==> src/rtl/bat_pkg.sv <==
package bat_pkg;
  localparam int AW      = 32;
  localparam int TAG_HI  = 28;  // exact-match tag starts here
  localparam int TAG_LO  = 17;  // maskable tag starts here
  localparam int TAG_LW  = TAG_HI - TAG_LO;
  localparam int MASK_LO = 2;   // block-length mask position in upper word
  localparam int PG_LO   = 12;
  localparam int SV_BIT  = 1;
  localparam int UV_BIT  = 0;

  typedef struct packed {
    logic wrUpper;
    logic wrLower;
    logic wrInstr;
    logic lookValid;
    logic lookFetch;
    logic lookUser;
    logic lookStore;
  } batStrobe_t;

  // {read, write, execute}
  function automatic logic [2:0] ppToPerm(input logic [1:0] pp);
    case (pp)
      2'b00:   return 3'b000;
      2'b10:   return 3'b111;
      default: return 3'b101;
    endcase
  endfunction
endpackage

==> src/rtl/bat_ctrl.sv <==
module bat_ctrl
  import bat_pkg::*;
(
  input  logic          clk,
  input  logic          rstN,
  input  logic          reqValid,
  input  logic          reqFetch,
  input  logic          reqUser,
  input  logic          reqStore,
  input  logic [AW-1:0] reqAddr,
  input  logic          wrEn,
  input  logic          wrInstr,
  input  logic          wrUpper,
  output batStrobe_t    strobe,
  output logic [AW-1:0] lookAddr
);
  logic validQ, fetchQ, userQ, storeQ;

  always_ff @(posedge clk or negedge rstN) begin
    if (!rstN) begin
      validQ   <= 1'b0;
      fetchQ   <= 1'b0;
      userQ    <= 1'b0;
      storeQ   <= 1'b0;
      lookAddr <= '0;
    end else begin
      validQ   <= reqValid;
      fetchQ   <= reqFetch;
      userQ    <= reqUser;
      storeQ   <= reqStore;
      lookAddr <= reqAddr;
    end
  end

  always_comb begin
    strobe.wrUpper   = wrEn & wrUpper;
    strobe.wrLower   = wrEn & ~wrUpper;
    strobe.wrInstr   = wrInstr;
    strobe.lookValid = validQ;
    strobe.lookFetch = fetchQ;
    strobe.lookUser  = userQ;
    strobe.lookStore = storeQ;
  end
endmodule

==> src/rtl/bat_datapath.sv <==
module bat_datapath
  import bat_pkg::*;
#(
  parameter int NUM_ENTRIES = 4,
  parameter int IDX_W       = 2
) (
  input  logic             clk,
  input  logic             rstN,
  input  batStrobe_t       strobe,
  input  logic [IDX_W-1:0] wrIdx,
  input  logic [AW-1:0]    wrData,
  input  logic [AW-1:0]    lookAddr,
  output logic             hit,
  output logic             fault,
  output logic             segWalk,
  output logic [AW-1:0]    physAddr,
  output logic [2:0]       perm
);
  localparam int BANKS = 2;  // index 1 = instruction bank

  logic [AW-1:0] upReg [BANKS][NUM_ENTRIES];
  logic [AW-1:0] loReg [BANKS][NUM_ENTRIES];

  always_ff @(posedge clk or negedge rstN) begin
    if (!rstN) begin
      for (int b = 0; b < BANKS; b++) begin
        for (int e = 0; e < NUM_ENTRIES; e++) begin
          upReg[b][e] <= '0;
          loReg[b][e] <= '0;
        end
      end
    end else begin
      if (strobe.wrUpper) upReg[strobe.wrInstr][wrIdx] <= wrData;
      if (strobe.wrLower) loReg[strobe.wrInstr][wrIdx] <= wrData;
    end
  end

  logic [NUM_ENTRIES-1:0] entryMatch;
  logic [AW-1:0]          entryPa   [NUM_ENTRIES];
  logic [2:0]             entryPerm [NUM_ENTRIES];

  for (genvar e = 0; e < NUM_ENTRIES; e++) begin : g_entry
    logic [AW-1:0]     upW, loW;
    logic [TAG_LW-1:0] blMask;
    logic              eligible;
    assign upW      = upReg[strobe.lookFetch][e];
    assign loW      = loReg[strobe.lookFetch][e];
    assign blMask   = upW[MASK_LO +: TAG_LW];
    assign eligible = strobe.lookUser ? upW[UV_BIT] : upW[SV_BIT];
    assign entryMatch[e] = eligible
        && (upW[AW-1:TAG_HI] == lookAddr[AW-1:TAG_HI])
        && ((lookAddr[TAG_HI-1:TAG_LO] & ~blMask) == upW[TAG_HI-1:TAG_LO]);
    assign entryPa[e] = {loW[AW-1:TAG_HI],
                         (lookAddr[TAG_HI-1:TAG_LO] & blMask) | loW[TAG_HI-1:TAG_LO],
                         lookAddr[TAG_LO-1:PG_LO],
                         {PG_LO{1'b0}}};
    assign entryPerm[e] = ppToPerm(loW[1:0]);
  end

  logic          found, allowed;
  logic [AW-1:0] selPa;
  logic [2:0]    selPerm;

  always_comb begin
    found   = 1'b0;
    selPa   = '0;
    selPerm = '0;
    for (int i = 0; i < NUM_ENTRIES; i++) begin
      if (!found && entryMatch[i]) begin
        found   = 1'b1;
        selPa   = entryPa[i];
        selPerm = entryPerm[i];
      end
    end
    if (strobe.lookFetch)      allowed = selPerm[0];
    else if (strobe.lookStore) allowed = selPerm[1];
    else                       allowed = selPerm[2];

    hit      = strobe.lookValid & found & allowed;
    fault    = strobe.lookValid & found & ~allowed;
    segWalk  = strobe.lookValid & ~hit;
    physAddr = (strobe.lookValid & found) ? selPa : '0;
    perm     = (strobe.lookValid & found) ? selPerm : 3'b000;
  end
endmodule

==> src/rtl/bat_matcher.sv <==
module bat_matcher
  import bat_pkg::*;
#(
  parameter int  NUM_ENTRIES = 4,
  localparam int IDX_W       = (NUM_ENTRIES > 1) ? $clog2(NUM_ENTRIES) : 1
) (
  input  logic             clk,
  input  logic             rstN,
  input  logic             reqValid,
  input  logic             reqFetch,
  input  logic             reqUser,
  input  logic             reqStore,
  input  logic [31:0]      reqAddr,
  input  logic             wrEn,
  input  logic             wrInstr,
  input  logic             wrUpper,
  input  logic [IDX_W-1:0] wrIdx,
  input  logic [31:0]      wrData,
  output logic             hit,
  output logic             fault,
  output logic             segWalk,
  output logic [31:0]      physAddr,
  output logic [2:0]       perm
);
  batStrobe_t    strobe;
  logic [AW-1:0] lookAddr;

  bat_ctrl u_ctrl (
    .clk(clk), .rstN(rstN),
    .reqValid(reqValid), .reqFetch(reqFetch), .reqUser(reqUser),
    .reqStore(reqStore), .reqAddr(reqAddr),
    .wrEn(wrEn), .wrInstr(wrInstr), .wrUpper(wrUpper),
    .strobe(strobe), .lookAddr(lookAddr)
  );

  bat_datapath #(.NUM_ENTRIES(NUM_ENTRIES), .IDX_W(IDX_W)) u_dp (
    .clk(clk), .rstN(rstN), .strobe(strobe),
    .wrIdx(wrIdx), .wrData(wrData), .lookAddr(lookAddr),
    .hit(hit), .fault(fault), .segWalk(segWalk),
    .physAddr(physAddr), .perm(perm)
  );
endmodule

==> config.mk <==
export PLATFORM = sky130hd
export DESIGN_NAME = bat_matcher
export DESIGN_NICKNAME = d
export VERILOG_FILES = /design/src/rtl/bat_pkg.sv /design/src/rtl/bat_ctrl.sv /design/src/rtl/bat_datapath.sv /design/src/rtl/bat_matcher.sv
export SDC_FILE = /design/constraint.sdc
export NUM_CORES = 1
export LEC_CHECK = 0
export BUFFER_PORTS_ARGS = -buffer_cell sky130_fd_sc_hd__buf_2
export CAP_MARGIN = 40
export CORE_ASPECT_RATIO = 1.1
export CORE_MARGIN = 3
export CORE_UTILIZATION = 60
export CTS_CLUSTER_SIZE = 28
export DETAILED_ROUTE_END_ITERATION = 7
export PLACE_DENSITY_LB_ADDON = 0.2
export SYNTH_ARGS = -nofsm -noshare
export SYNTH_HDL_FRONTEND = slang
export SYNTH_SLANG_ARGS = --single-unit
export TNS_END_PERCENT = 10
==> constraint.sdc <==
create_clock -name clk -period 4.3 [get_ports clk]
set_input_delay 0.86 -clock clk [delete_from_list [all_inputs] [get_ports clk]]
set_output_delay 0.86 -clock clk [all_outputs]
set_load 0.005 [all_outputs]
# Word-level counts from Yosys, hierarchy flattened
# Index checks and enable logic that the tools add are counted.
[word_totals]
reg_bits = 548
latch_bits = 0
mem_bits_rw = 0
mem_bits_ro = 0
out_inout_bits = 38
mem_count = 0
[classes]
n_addsub = 0
multipliers = 0
div_mod_pow = 0
magnitude_cmp = 5
eq_ne = 12
shifts = 0
mux = 36
n_bitwise = 28
reduce_logical = 20
[ops]
columns = ["op", "n"]
rows = [
  ["$mux 128", 7],
  ["$bwmux 256", 2],
  ["$mux 32", 6],
  ["$demux 128 s1", 1],
  ["$and 11x11->11", 8],
  ["$demux 32 s2", 1],
  ["$eq 11x11->1", 4],
  ["$not 11->11", 4],
  ["$or 11x11->11", 4],
  ["$pmux 3 s2", 4],
  ["$eq 4x4->1", 4],
  ["$mux 3", 5],
  ["$logic_and 1x1->1", 13],
  ["$mux 1", 10],
  ["$eq 2x2->1 const B", 4],
  ["$logic_not 2->1", 4],
  ["$and 1x1->1", 6],
  ["$ge 2x2->1 const B", 2],
  ["$not 1->2", 2],
  ["$ge 3x3->1 const B", 1],
  ["$logic_not 1->1", 3],
  ["$lt 3x1->1 const B", 1],
  ["$not 1->1", 3],
  ["$not 2->3", 1],
  ["$lt 2x1->1 const B", 1],
]

# Longest topological paths before layout
# Gate-level depths: netlist (run 1).
[depth]
ltp_word = 23
ltp_mapped = 13
mapped_depth_nobuf = 9

# Hierarchy
# Synthesis (run 1) repeated with hierarchy kept, for this count alone.
[unflattened]
hier_cells = 1597
hier_area_um2 = 19119.6
[modules_own_cells]
columns = ["mod", "instances", "cells_per_inst", "area_per_inst_um2"]
rows = [
  ["bat_datapath", 1, 1554, 18164.9],
  ["bat_ctrl", 1, 43, 954.7],
]

# Worst setup path after synthesis (run 1)
# Ideal clock, no wire load.
[synth_timing]
path_type = "reg2out"
from = "register u_ctrl.fetchQ"
to = "output port perm[2]"
arrival_time_ps = 2469
required_ps = 3440
path_slack_ps = 971
stages_incl_launch_ff = 11
n_path_buf = 3
path_cell_list = "dfrtp_1 > buf_6 > buf_6 > nor3b_1 > o21ai_0 > o2111ai_1 > a2111oi_1 > nand2_1 > or4b_1 > a21boi_0 > buf_4"
[synth_via]
elab_chain_len = 20
elab_cells_between_ends = 63
[synth_rtl]
columns = ["element", "line", "rtl"]
rows = [
  ["start: declaration", "bat_ctrl.sv:17", "logic validQ, fetchQ, userQ, storeQ;"],
  ["start signal: assignment", "bat_ctrl.sv:28", "fetchQ <= reqFetch;"],
  ["$not 1->2 (implied by the code) *", "bat_datapath.sv:46, bat_datapath.sv:47", ""],
  ["$mux 128 (implied by the code) (3 in series)", "bat_datapath.sv:46", "assign upW = upReg[strobe.lookFetch][e];"],
  ["$not 11->11", "bat_datapath.sv:52", "&& ((lookAddr[TAG_HI-1:TAG_LO] & ~blMask) == upW[TAG_HI-1:TAG_LO]);"],
  ["$and 11x11->11", "bat_datapath.sv:52", ""],
  ["$eq 11x11->1", "bat_datapath.sv:52", ""],
  ["$logic_and 1x1->1", "bat_datapath.sv:52", ""],
  ["$mux 1", "bat_datapath.sv:69", "if (!found && entryMatch[i]) begin"],
  ["$logic_not 1->1", "bat_datapath.sv:69", ""],
  ["[... 2 more ...]", "-", ""],
  ["$logic_not 1->1", "bat_datapath.sv:69", ""],
  ["$logic_and 1x1->1", "bat_datapath.sv:69", ""],
  ["$mux 1", "bat_datapath.sv:69", ""],
  ["$logic_not 1->1", "bat_datapath.sv:69", ""],
  ["$logic_and 1x1->1", "bat_datapath.sv:69", ""],
  ["$mux 1", "bat_datapath.sv:69", ""],
  ["$and 1x1->1", "bat_datapath.sv:83", "perm = (strobe.lookValid & found) ? selPerm : 3'b000;"],
  ["$mux 3 *", "bat_datapath.sv:83", ""],
  ["end: declaration", "bat_matcher.sv:23", "output logic [2:0] perm"],
]
# Every way passes the cells marked *; elsewhere a longest branch is shown, timed or not. The select of a mux whose other input is x is not followed.

# Worst setup path after layout (run 1)
[layout_timing]
from = "register u_ctrl.fetchQ"
to = "output port hit"
[layout_via]
elab_chain_len = 21
elab_cells_between_ends = 65
[layout_rtl]
columns = ["element", "line", "rtl"]
rows = [
  ["$not 1->2 (implied by the code)", "bat_datapath.sv:46, bat_datapath.sv:47", ""],
  ["$mux 128 (implied by the code) (3 in series)", "bat_datapath.sv:46", ""],
  ["$not 11->11", "bat_datapath.sv:52", ""],
  ["$and 11x11->11", "bat_datapath.sv:52", ""],
  ["$eq 11x11->1", "bat_datapath.sv:52", ""],
  ["$logic_and 1x1->1", "bat_datapath.sv:52", ""],
  ["$mux 1", "bat_datapath.sv:69", ""],
  ["$logic_not 1->1", "bat_datapath.sv:69", ""],
  ["[... 3 more ...]", "-", ""],
  ["$logic_and 1x1->1", "bat_datapath.sv:69", ""],
  ["$mux 1", "bat_datapath.sv:69", ""],
  ["$logic_not 1->1", "bat_datapath.sv:69", ""],
  ["$logic_and 1x1->1", "bat_datapath.sv:69", ""],
  ["$mux 3", "bat_datapath.sv:69", ""],
  ["$mux 1", "bat_datapath.sv:76", "else if (strobe.lookStore) allowed = selPerm[1];"],
  ["$mux 1", "bat_datapath.sv:75", "if (strobe.lookFetch) allowed = selPerm[0];"],
  ["$and 1x1->1 *", "bat_datapath.sv:79", "hit = strobe.lookValid & found & allowed;"],
  ["end: declaration", "bat_matcher.sv:19", "output logic hit,"],
]
# Marked as above.

==> impl_metrics.py, run 1 <==
metrics = {
    "power_and_ir_drop": {
        "p_int_mw": 7.55,
        "switching_share_pct": 28.9,
        "p_per_area_mw_per_mm2": 489,
        "p_comb_share_pct": 19.6,
        "power_switching_mw": 3.06,
        "peakVddDrop_uv": 454,
        "share_seq_of_total_power_pct": 47.6,
        "p_leak_nw": 9.28,
        "clockPowerShare_pct": 32.8,
        "fin_total_pwr_mw": 10.6,
    },
    "synth": {
        "seq_area_frac_synth_pct": 52.6,
        "synth-edff-count": 0,
        "synth_area_leaders": "dfrtp_1, mux2_2, a21oi_1",
        "synth_top_flop_cell": "dfrtp_1",
        "postSynthCellCount": 1504,
        "async_reset_ff_share_pct": 100,
        "ys_ff_latch": 384,
        "yosysTopAreaCell": "dfrtp_1",
        "yosysTopAreaCellShare_pct": 52.6,
        "syn-cell-area_mm2": 0.0183,
        "syn_avg_cell_area_um2": 12.1,
        "ys_warn_count": 0,
        "synth_cell_types": 58,
    },
    "global_routing": {
        "grt_antenna_before_repair": 4,
        "grt_pass1_wl_um": 83000,
        "grt_pass1_vias": 13674,
        "grt_use_total_pct": 33.8,
        "grt_remaining_overflow": 0,
        "grt_max_degree": 124,
    },
    "critical_path": {
        "crit_chain": "buf_12 > buf_12 > mux2i_2 > xor2_1 > o211ai_1 > nand4b_1 > buf_6 > a211o_1 > or4b_4 > a32oi_4 > and2_1 > buf_2",
        "crit_family": "simple AND/OR/NAND/NOR gates",
        "r2r_slack_ns": 3.44,
        "r2r-end": "u_dp.upReg[171]",
        "setup.worst_path.start_class": "flip-flop",
        "rr_worst_depth": 1,
        "cp_max_fo": 7,
        "worstSetupPathDepth": 12,
        "max_stage_delay_ns": 0.51,
        "required_ns": 3.44,
        "worstSetupEndpointType": "output port",
        "path_buf_inv": 4,
        "endpoint": "hit",
        "cp_common_cell": "buf_12",
        "critPathKind": "reg -> out",
        "cp_data_arrival_time_ns": 3.73,
        "slowest_stage": "dfrtp_4",
        "cp-startpoint": "u_ctrl.fetchQ",
        "r2r-start": "u_dp.upReg[171]",
    },
    "final_layout": {
        "final_nets": 1718,
        "fillCellCount": 1983,
        "drive_above_1_share_pct": 41.7,
        "layout_commonest_cell": "dfrtp_1",
        "final_cell_mix": "dfrtp_1, mux2_2, a21oi_1",
        "area_growth_syn_to_layout_pct": 19.0,
    },
    "outcome": {
        "violations": "setup timing",
        "outcome": "finished with violations",
    },
    "floorplan": {
        "chipHeight_um": 189,
        "rows": 66,
        "ios": 113,
        "core_area_mm2": 0.0298,
        "die-area_mm2": 0.0326,
        "fp.dieW_um": 172,
        "initial_core_util_pct": 61.2,
    },
    "timing": {
        "slew_violations": 0,
        "fin_crit_sh_pct": 107,
        "rsz0062_at_grt": "true",
        "setup_slack_ns": -0.289,
        "worst_pin_slew_ns": 1.02,
        "setup_viol": 26,
        "fin_tns_setup_ns": -4.34,
        "fin_crit_ns": 4.59,
        "slew_headroom_pct": 32.1,
        "max_freq_ghz": 0.218,
        "fin_worst_skew_ns": 0,
        "hold_viol_final": 0,
    },
    "cts": {
        "clk_latency_ns": 0.54,
        "numCtsBuffers": 41,
        "clock_path_buffers": 3,
        "cts_tree": "done",
        "path_clk_slew_ns": 0.06,
        "cts_htree_levels": 2,
        "cts.sinks": 384,
        "hold_buffers": 0,
        "clockRootBuffer": "clkbuf_16",
    },
    "placed_design": {
        "gp_congestion": 0.929,
        "dp_hpwl_um": 35900,
        "port_buffers": 84,
        "dp_slack_ns": -0.124,
    },
    "routing": {
        "drtPass1Iterations": 6,
        "drc": 0,
        "wl_per_cell_um": 26.6,
        "vias": 13725,
        "wl_um": 55400,
        "drtAntennaViolNets": 0,
        "drt_iter0_markers": 1553,
        "vias_per_cell": 6.60,
    },
    "flow_run": {
        "cap_viol_max_count": 0,
    },
    "min_path": {
        "min_path_type": "in -> reg",
    },
}
==> synth_stat cells, drive strengths merged (5+ instances only) <==
cell type / instances
nand4: 17
nand3: 8
mux2: 360
a31oi: 5
xor2: 13
and2: 6
clkbuf: 64
a211o: 15
nand2: 14
o2111ai: 5
o221ai: 7
mux2i: 45
nor3b: 18
a21o: 11
a21oi: 101
nor2b: 6
nor2: 63
inv: 16
a211oi: 60
o211ai: 14
nand2b: 22
o22ai: 6
nor3: 47
a21boi: 15
buf: 48
o21ai: 93
dfrtp: 384
==> flip-flops by register name, summed over array words and instances (netlist names) <==
name and cells:
u_dp.upReg 224, u_dp.loReg 136, u_ctrl.lookAddr 20, u_ctrl.fetchQ 1, u_ctrl.storeQ 1, u_ctrl.userQ 1
u_ctrl.validQ 1
==> final cells by class <==
cell class	instances	area, um2	area share, %
multi-input cells	1003	8540	39.3
flip-flops and latches	384	9610	44.3
diodes	3	7.51	0.0346
clock inverters	9	105	0.484
repair buffers	196	1660	7.66
inverters	17	63.8	0.294
clock buffers	61	1210	5.59
well taps	408	510	2.35
==> how the worst min path moves through the flow <==
stage	depth (start not counted)	from	endpoint
floorplan	1	u_dp.loReg[220]	u_dp.loReg[220]
global placement	1	u_dp.loReg[220]	u_dp.loReg[220]
detailed placement	1	u_dp.loReg[223]	u_dp.loReg[223]
CTS	1	reqAddr[31]	u_ctrl.lookAddr[31]
global route	1	reqAddr[31]	u_ctrl.lookAddr[31]
finish	1	reqAddr[31]	u_ctrl.lookAddr[31]
==> timing repair <==
item                                    4_1_cts  5_1_grt
gates cloned                                  4        2
buffers inserted                             20        7
resized for setup                            74       39
pin swaps                                    29       23
endpoints found under the setup margin       26       26
==> power groups by stage <==
stage	combinational (mW)	sequential (mW)	clock (mW)
5_1_grt	2.25	5.13	3.67
3_5_place_dp	1.89	5.05	0
2_1_floorplan	1.35	4.86	0
4_1_cts	2.00	5.00	3.52
6_report	2.08	5.05	3.48
3_3_place_gp	1.82	5.00	0
==> metal layers <==
metal | track usage (%) | routed length (um) | share of wire (%)
met1 | 46.2 | 22100 | 40
met2 | 51.7 | 25600 | 46
met3 | 7.06 | 4620 | 8.4
met4 | 16.5 | 2990 | 5.4
met5 | 0 | 0 | 0
==> per-stage QoR <==
step	hold WS [ns]	instance area (um2)	utilization, %	cells
finish	0.423	21700	72.9	2081
global route	0.407	21700	72.9	2081
CTS	0.405	21500	72.0	2071
detailed placement	0.485	19500	65.5	1977
global placement	0.480	19400	65.1	1972
floorplan	0.471	18300	-	1515
==> cell families (layout without fill, tap and decap cells) <==
| group | count (synthesis) | in the layout | share of synthesized area [%] |
|---|---|---|---|
| flops | 384 | 384 | 52.6 |
| buf+inv | 129 | 283 | 3.39 |
| compound gates | 352 | 352 | 12.2 |
| xor+xnor | 16 | 16 | 0.768 |
| simple gates | 217 | 218 | 6.32 |
| mux | 405 | 405 | 24.7 |
| other cells | 1 | 15 | 0.0205 |
Note: power is estimated with default switching activity, not from simulation.
==> run 2: changes to the inputs <==
--- a/config.mk
+++ b/config.mk
@@ -7,9 +7,11 @@
 export LEC_CHECK = 0
 export BUFFER_PORTS_ARGS = -buffer_cell sky130_fd_sc_hd__buf_2
 export CAP_MARGIN = 40
+export CELL_PAD_IN_SITES_DETAIL_PLACEMENT = 1
+export CELL_PAD_IN_SITES_GLOBAL_PLACEMENT = 1
 export CORE_ASPECT_RATIO = 1.1
 export CORE_MARGIN = 3
-export CORE_UTILIZATION = 60
+export CORE_UTILIZATION = 50
 export CTS_CLUSTER_SIZE = 28
 export DETAILED_ROUTE_END_ITERATION = 7
 export PLACE_DENSITY_LB_ADDON = 0.2
==> run 2 against run 1 <==
Effect of this change:
- the run still ends with setup timing left
- cell area shrank 0.94%
- fmax shrank 3.6%
- via count shrank 1.3%
- clock skew is the same
- non-clock buffer count grew 2
- sequential share of layout area grew 0.41 points
- critical endpoint is now segWalk
==> impl_metrics.py, run 2 (same netlist as run 1, synthesis figures left out) <==
metrics = {
    "outcome": {
        "outcome": "finished with violations",
        "violations": "setup timing",
    },
    "critical_path": {
        "setup.worst_path.start_class": "flip-flop",
        "cp_max_fo": 25,
        "cp_data_arrival_time_ns": 3.90,
        "cp_common_cell": "buf_4",
        "slowest_stage": "dfrtp_4",
        "required_ns": 3.44,
        "crit_chain": "buf_12 > mux2i_2 > xor2_1 > o211ai_1 > nor4_1 > buf_4 > nand4_1 > buf_4 > buf_4 > clkbuf_16 > a41oi_1 > a32oi_4 > a21boi_1 > buf_2",
        "max_stage_delay_ns": 0.53,
        "worstSetupEndpointType": "output port",
        "critPathKind": "reg -> out",
        "crit_family": "buffers and inverters",
        "path_buf_inv": 6,
    },
    "routing": {
        "wl_per_cell_um": 28.4,
        "drtAntennaViolNets": 0,
        "vias_per_cell": 6.27,
        "drt_iter0_markers": 1171,
        "vias": 13550,
        "wl_um": 61400,
        "drc": 0,
        "drtPass1Iterations": 5,
    },
    "timing": {
        "setup_slack_ns": -0.463,
        "max_freq_ghz": 0.210,
        "worst_pin_slew_ns": 1.03,
        "rsz0062_at_grt": "true",
        "fin_crit_sh_pct": 111,
        "setup_viol": 26,
        "fin_worst_skew_ns": 0,
        "fin_tns_setup_ns": -8.61,
        "hold_viol_final": 0,
        "slew_violations": 0,
        "slew_headroom_pct": 31.0,
        "fin_crit_ns": 4.76,
        "whs_ns": 0.406,
    },
    "floorplan": {
        "chipHeight_um": 206,
        "ios": 113,
        "initial_core_util_pct": 51.3,
        "die-area_mm2": 0.0388,
        "fp.dieW_um": 188,
        "core_area_mm2": 0.0356,
        "rows": 72,
    },
    "final_layout": {
        "final_nets": 1721,
        "largest_register": "u_dp.upReg",
        "utilization_pct": 60.5,
        "area_growth_syn_to_layout_pct": 17.9,
        "layout_commonest_cell": "dfrtp_1",
        "final_cell_mix": "dfrtp_1, mux2_2, a21oi_1",
        "drive_above_1_share_pct": 39.7,
        "largest_reg_flops": 224,
        "reg_top3": "u_dp.upReg (224), u_dp.loReg (136), u_ctrl.lookAddr (20)",
    },
    "global_routing": {
        "grt_use_total_pct": 31.3,
        "grt_antenna_before_repair": 3,
        "grt_remaining_overflow": 0,
        "grt_max_degree": 123,
        "grt_pass1_wl_um": 91100,
        "grt_pass1_vias": 14500,
    },
    "cts": {
        "clock_path_buffers": 3,
        "clockRootBuffer": "clkbuf_16",
        "clk_latency_ns": 0.55,
        "cts.sinks": 384,
        "hold_buffers": 0,
        "cts_tree": "done",
        "path_clk_slew_ns": 0.06,
        "numCtsBuffers": 43,
        "cts_htree_levels": 2,
    },
    "power_and_ir_drop": {
        "p_per_area_mw_per_mm2": 502,
        "peakVddDrop_uv": 324,
        "p_leak_nw": 9.25,
        "fin_total_pwr_mw": 10.8,
    },
    "placed_design": {
        "gp_congestion": 0.871,
        "dp_hpwl_um": 40900,
        "port_buffers": 84,
    },
    "min_path": {
        "min_path_type": "in -> reg",
    },
    "flow_run": {
        "cap_viol_max_count": 0,
    },
}
## run 2: cell types whose count changed in the layout (fill, tap and decap cells not counted), moves of 3 or more
cell | before | now
a21oi_1 | 95 | 99
xor2_1 | 10 | 13
buf_4 | 81 | 90
a21boi_1 | 2 | 6
nor3_1 | 39 | 43
a21oi_2 | 6 | 2
mux2i_1 | 40 | 44
nor3_4 | 3 | 0
buf_16 | 4 | 0
xor2_2 | 3 | 0
o221ai_1 | 2 | 6
clkbuf_8 | 7 | 12
o221ai_2 | 5 | 1
## run 2: what timing repair did
| item | 4_1_cts | 5_1_grt |
|---|---|---|
| pin swaps | 12 | 4 |
| setup endpoints to repair | 26 | 26 |
| resized for setup | 40 | 13 |
| cloned | 1 | 1 |
| buffers inserted | 4 | 5 |
## run 2: cell type report
| class | count | area, um2 |
|---|---|---|
| multi-input cells | 1002 | 8300 |
| repair buffers | 198 | 1530 |
| well taps | 481 | 602 |
| inverters | 17 | 63.8 |
| diodes | 1 | 2.50 |
| clock inverters | 7 | 63.8 |
| flip-flops and latches | 384 | 9610 |
| clock buffers | 70 | 1340 |
| fillers | 3535 | 14100 |
## run 2: worst paths after layout
check	start	endpoint	slack, ns	depth (start not counted)
max	u_ctrl.fetchQ	segWalk	-0.46	14
min	reqAddr[23]	u_ctrl.lookAddr[23]	0.41	1
max reg2reg	u_dp.upReg[162]	u_dp.upReg[162]	3.45	1
min reg2reg	u_dp.loReg[29]	u_dp.loReg[29]	0.50	1
max in group asynchronous	rstN	u_dp.loReg[96]	2.81	2
min in group asynchronous	rstN	u_dp.loReg[84]	0.43	1
## run 2: metal layers
metal	routed length [um]	vias to the layer above	part of all wire (%)	GRT usage, %
li1	-	5820	-	-
met1	25700	7171	42	40.7
met2	29800	423	49	51.8
met3	3100	134	5.0	5.06
met4	2700	2	4.4	14.3
met5	13	-	0.021	0
## run 2: report_power, final
group,switching [mW],internal [mW]
clock,1.50,2.18
sequential,0.657,4.42
combinational,1.01,1.04
## run 2: through the flow
step,cells,area [um2],setup slack (ns)
global placement,2069,19700,-0.0280
finish,2160,21500,-0.463
detailed placement,2071,19800,-0.150
floorplan,1515,18300,0.971
global route,2160,21500,-0.560
CTS,2153,21400,-0.382
==> run 3: changes to the inputs <==
--- a/config.mk
+++ b/config.mk
@@ -14,7 +14,7 @@
 export CORE_UTILIZATION = 50
 export CTS_CLUSTER_SIZE = 28
 export DETAILED_ROUTE_END_ITERATION = 7
-export PLACE_DENSITY_LB_ADDON = 0.2
+export PLACE_DENSITY_LB_ADDON = 0.25
 export SYNTH_ARGS = -nofsm -noshare
 export SYNTH_HDL_FRONTEND = slang
 export SYNTH_SLANG_ARGS = --single-unit
==> run 3 against run 2 <==
Effect of this change:
- the flow still finishes with violations (setup timing)
- critical path depth fell by 3
- via count is 6.1% higher
- count of clock-buffer cells in the layout decreased by 4
- critical endpoint is now physAddr[21]
- largest power group unchanged
==> impl_metrics.py, run 3 (same netlist as run 1, synthesis figures left out) <==
metrics = {
    "critical_path": {
        "crit_chain": "inv_1 > o21ai_0 > nand4_1 > mux2i_1 > nand4_4 > buf_6 > a211oi_1 > mux2i_1 > a21o_1 > a21boi_2 > buf_2",
        "worstSetupPathDepth": 11,
        "setup.worst_path.start_class": "flip-flop",
        "cp_data_arrival_time_ns": 3.98,
        "crit_family": "compound AO/OA/AOI/OAI gates",
        "slowest_stage": "dfrtp_2",
        "rr_worst_depth": 1,
        "path_buf_inv": 3,
        "cp_common_cell": "mux2i_1",
        "max_stage_delay_ns": 0.52,
        "required_ns": 3.44,
        "worstSetupEndpointType": "output port",
        "cp_max_fo": 10,
        "critPathKind": "reg -> out",
    },
    "global_routing": {
        "grt_use_total_pct": 33.7,
        "grt_remaining_overflow": 0,
        "grt_antenna_before_repair": 4,
        "grt_max_degree": 114,
        "grt_pass1_vias": 15102,
        "grt_pass1_wl_um": 97600,
    },
    "power_and_ir_drop": {
        "p_comb_share_pct": 20.0,
        "power_switching_mw": 3.43,
        "p_per_area_mw_per_mm2": 512,
        "peakVddDrop_uv": 354,
        "switching_share_pct": 30.0,
        "p_int_mw": 8.01,
        "clockPowerShare_pct": 35.0,
        "p_leak_nw": 9.53,
        "share_seq_of_total_power_pct": 45.0,
    },
    "cts": {
        "cts_tree": "done",
        "cts_htree_levels": 2,
        "clock_path_buffers": 3,
        "clk_latency_ns": 0.55,
        "path_clk_slew_ns": 0.06,
        "hold_buffers": 0,
        "cts.sinks": 384,
        "clockRootBuffer": "clkbuf_16",
        "numCtsBuffers": 42,
    },
    "timing": {
        "slew_headroom_pct": 39.1,
        "fin_crit_ns": 4.84,
        "hold_viol_final": 0,
        "rsz0062_at_grt": "true",
        "setup_viol": 26,
        "whs_ns": 0.378,
        "setup_slack_ns": -0.537,
        "fin_worst_skew_ns": 0,
        "max_freq_ghz": 0.207,
        "slew_violations": 0,
        "fin_crit_sh_pct": 112,
        "worst_pin_slew_ns": 0.911,
    },
    "routing": {
        "drtAntennaViolNets": 0,
        "vias": 14370,
        "vias_per_cell": 6.58,
        "wl_per_cell_um": 31.5,
        "drt_iter0_markers": 1328,
        "drc": 0,
        "drtPass1Iterations": 5,
        "wl_um": 68900,
    },
    "final_layout": {
        "area_growth_syn_to_layout_pct": 22.3,
        "final_cell_mix": "dfrtp_1, mux2_2, a21oi_1",
        "largest_register": "u_dp.upReg",
        "reg_top3": "u_dp.upReg (224), u_dp.loReg (136), u_ctrl.lookAddr (20)",
        "largest_reg_flops": 224,
        "final_nets": 1741,
        "layout_commonest_cell": "dfrtp_1",
        "drive_above_1_share_pct": 43.6,
        "fin_area_mm2": 0.0223,
    },
    "placed_design": {
        "dp_hpwl_um": 41800,
        "postPlaceCellArea_mm2": 0.0197,
        "gp_congestion": 0.947,
        "port_buffers": 84,
    },
    "min_path": {
        "min_path_type": "in -> async",
    },
    "floorplan": {
        "rows": 72,
        "core_area_mm2": 0.0356,
        "ios": 113,
        "fp.dieW_um": 188,
        "die-area_mm2": 0.0388,
        "initial_core_util_pct": 51.3,
        "chipHeight_um": 206,
    },
    "outcome": {
        "outcome": "finished with violations",
        "violations": "setup timing",
    },
    "flow_run": {
        "cap_viol_max_count": 0,
    },
}
==> run 3: cell types whose count changed in the layout (fill, tap and decap cells not counted), moves of 6 or more <==
cell / before / now
a211oi_1: 57 / 50
a211oi_2: 3 / 9
buf_6: 8 / 23
bufinv_16: 1 / 7
o21ai_0: 85 / 77
xor2_1: 13 / 6
xor2_2: 0 / 7
==> run 3: worst paths after layout <==
path / start / endpoint / slack, ns
max in group asynchronous: rstN / u_dp.upReg[43] / 2.74
worst min register to register: u_dp.loReg[28] / u_dp.loReg[28] / 0.51
min in group clk: reqAddr[13] / u_ctrl.lookAddr[13] / 0.41
worst min-delay path: rstN / u_dp.upReg[197] / 0.38
worst max-delay path: u_ctrl.lookAddr[26] / physAddr[21] / -0.54
worst max register to register: u_dp.upReg[198] / u_dp.upReg[198] / 3.37
==> run 3: routing by layer <==
layer	up-vias	GRT usage [%]	share of wire (%)
li1	5875	-	-
met4	0	17.4	5.8
met1	7506	42.6	39
met3	238	6.16	7.5
met5	-	0	0
met2	751	55.8	48
==> run 3: area by class of cell <==
class,count,area [um2]
Sequential cell,384,9620
Inverter,17,63.8
Timing Repair Buffer,219,1850
Fill cell,3497,13300
Clock buffer,66,1290
Clock inverter,11,230
Tap cell,481,602
Antenna cell,4,10.0
Multi-Input combinational cell,1002,8670
==> run 3: power by group through the flow <==
stage / Sequential (mW) / Combinational (mW) / Clock (mW)
after global placement: 5.02 / 1.88 / 0
after global routing: 5.21 / 2.43 / 4.20
after CTS: 5.06 / 2.11 / 4.02
after detailed placement: 5.10 / 1.98 / 0
after floorplan: 4.86 / 1.35 / 0
final: 5.15 / 2.29 / 4.00
==> run 3: through the flow <==
step / setup TNS (ns) / total power [mW] / util (%) / setup WS (ns) / std cells
3_3_place_gp: -0.256 / 6.90 / 55.2 / -0.0863 / 2067
5_1_grt: -12.99 / 11.8 / 62.7 / -0.618 / 2181
6_report: -11.60 / 11.4 / 62.7 / -0.537 / 2184
3_5_place_dp: -1.57 / 7.07 / 55.5 / -0.155 / 2070
4_1_cts: -6.16 / 11.2 / 61.4 / -0.335 / 2168
2_1_floorplan: 0 / 6.20 / - / 0.971 / 1515
==> run 3: what timing repair did <==
action / 4_1_cts / 5_1_grt
resized for setup: 80 / 78
pin swaps: 26 / 29
setup endpoints to repair: 26 / 26
cloned: 3 / 0
setup buffers: 18 / 13
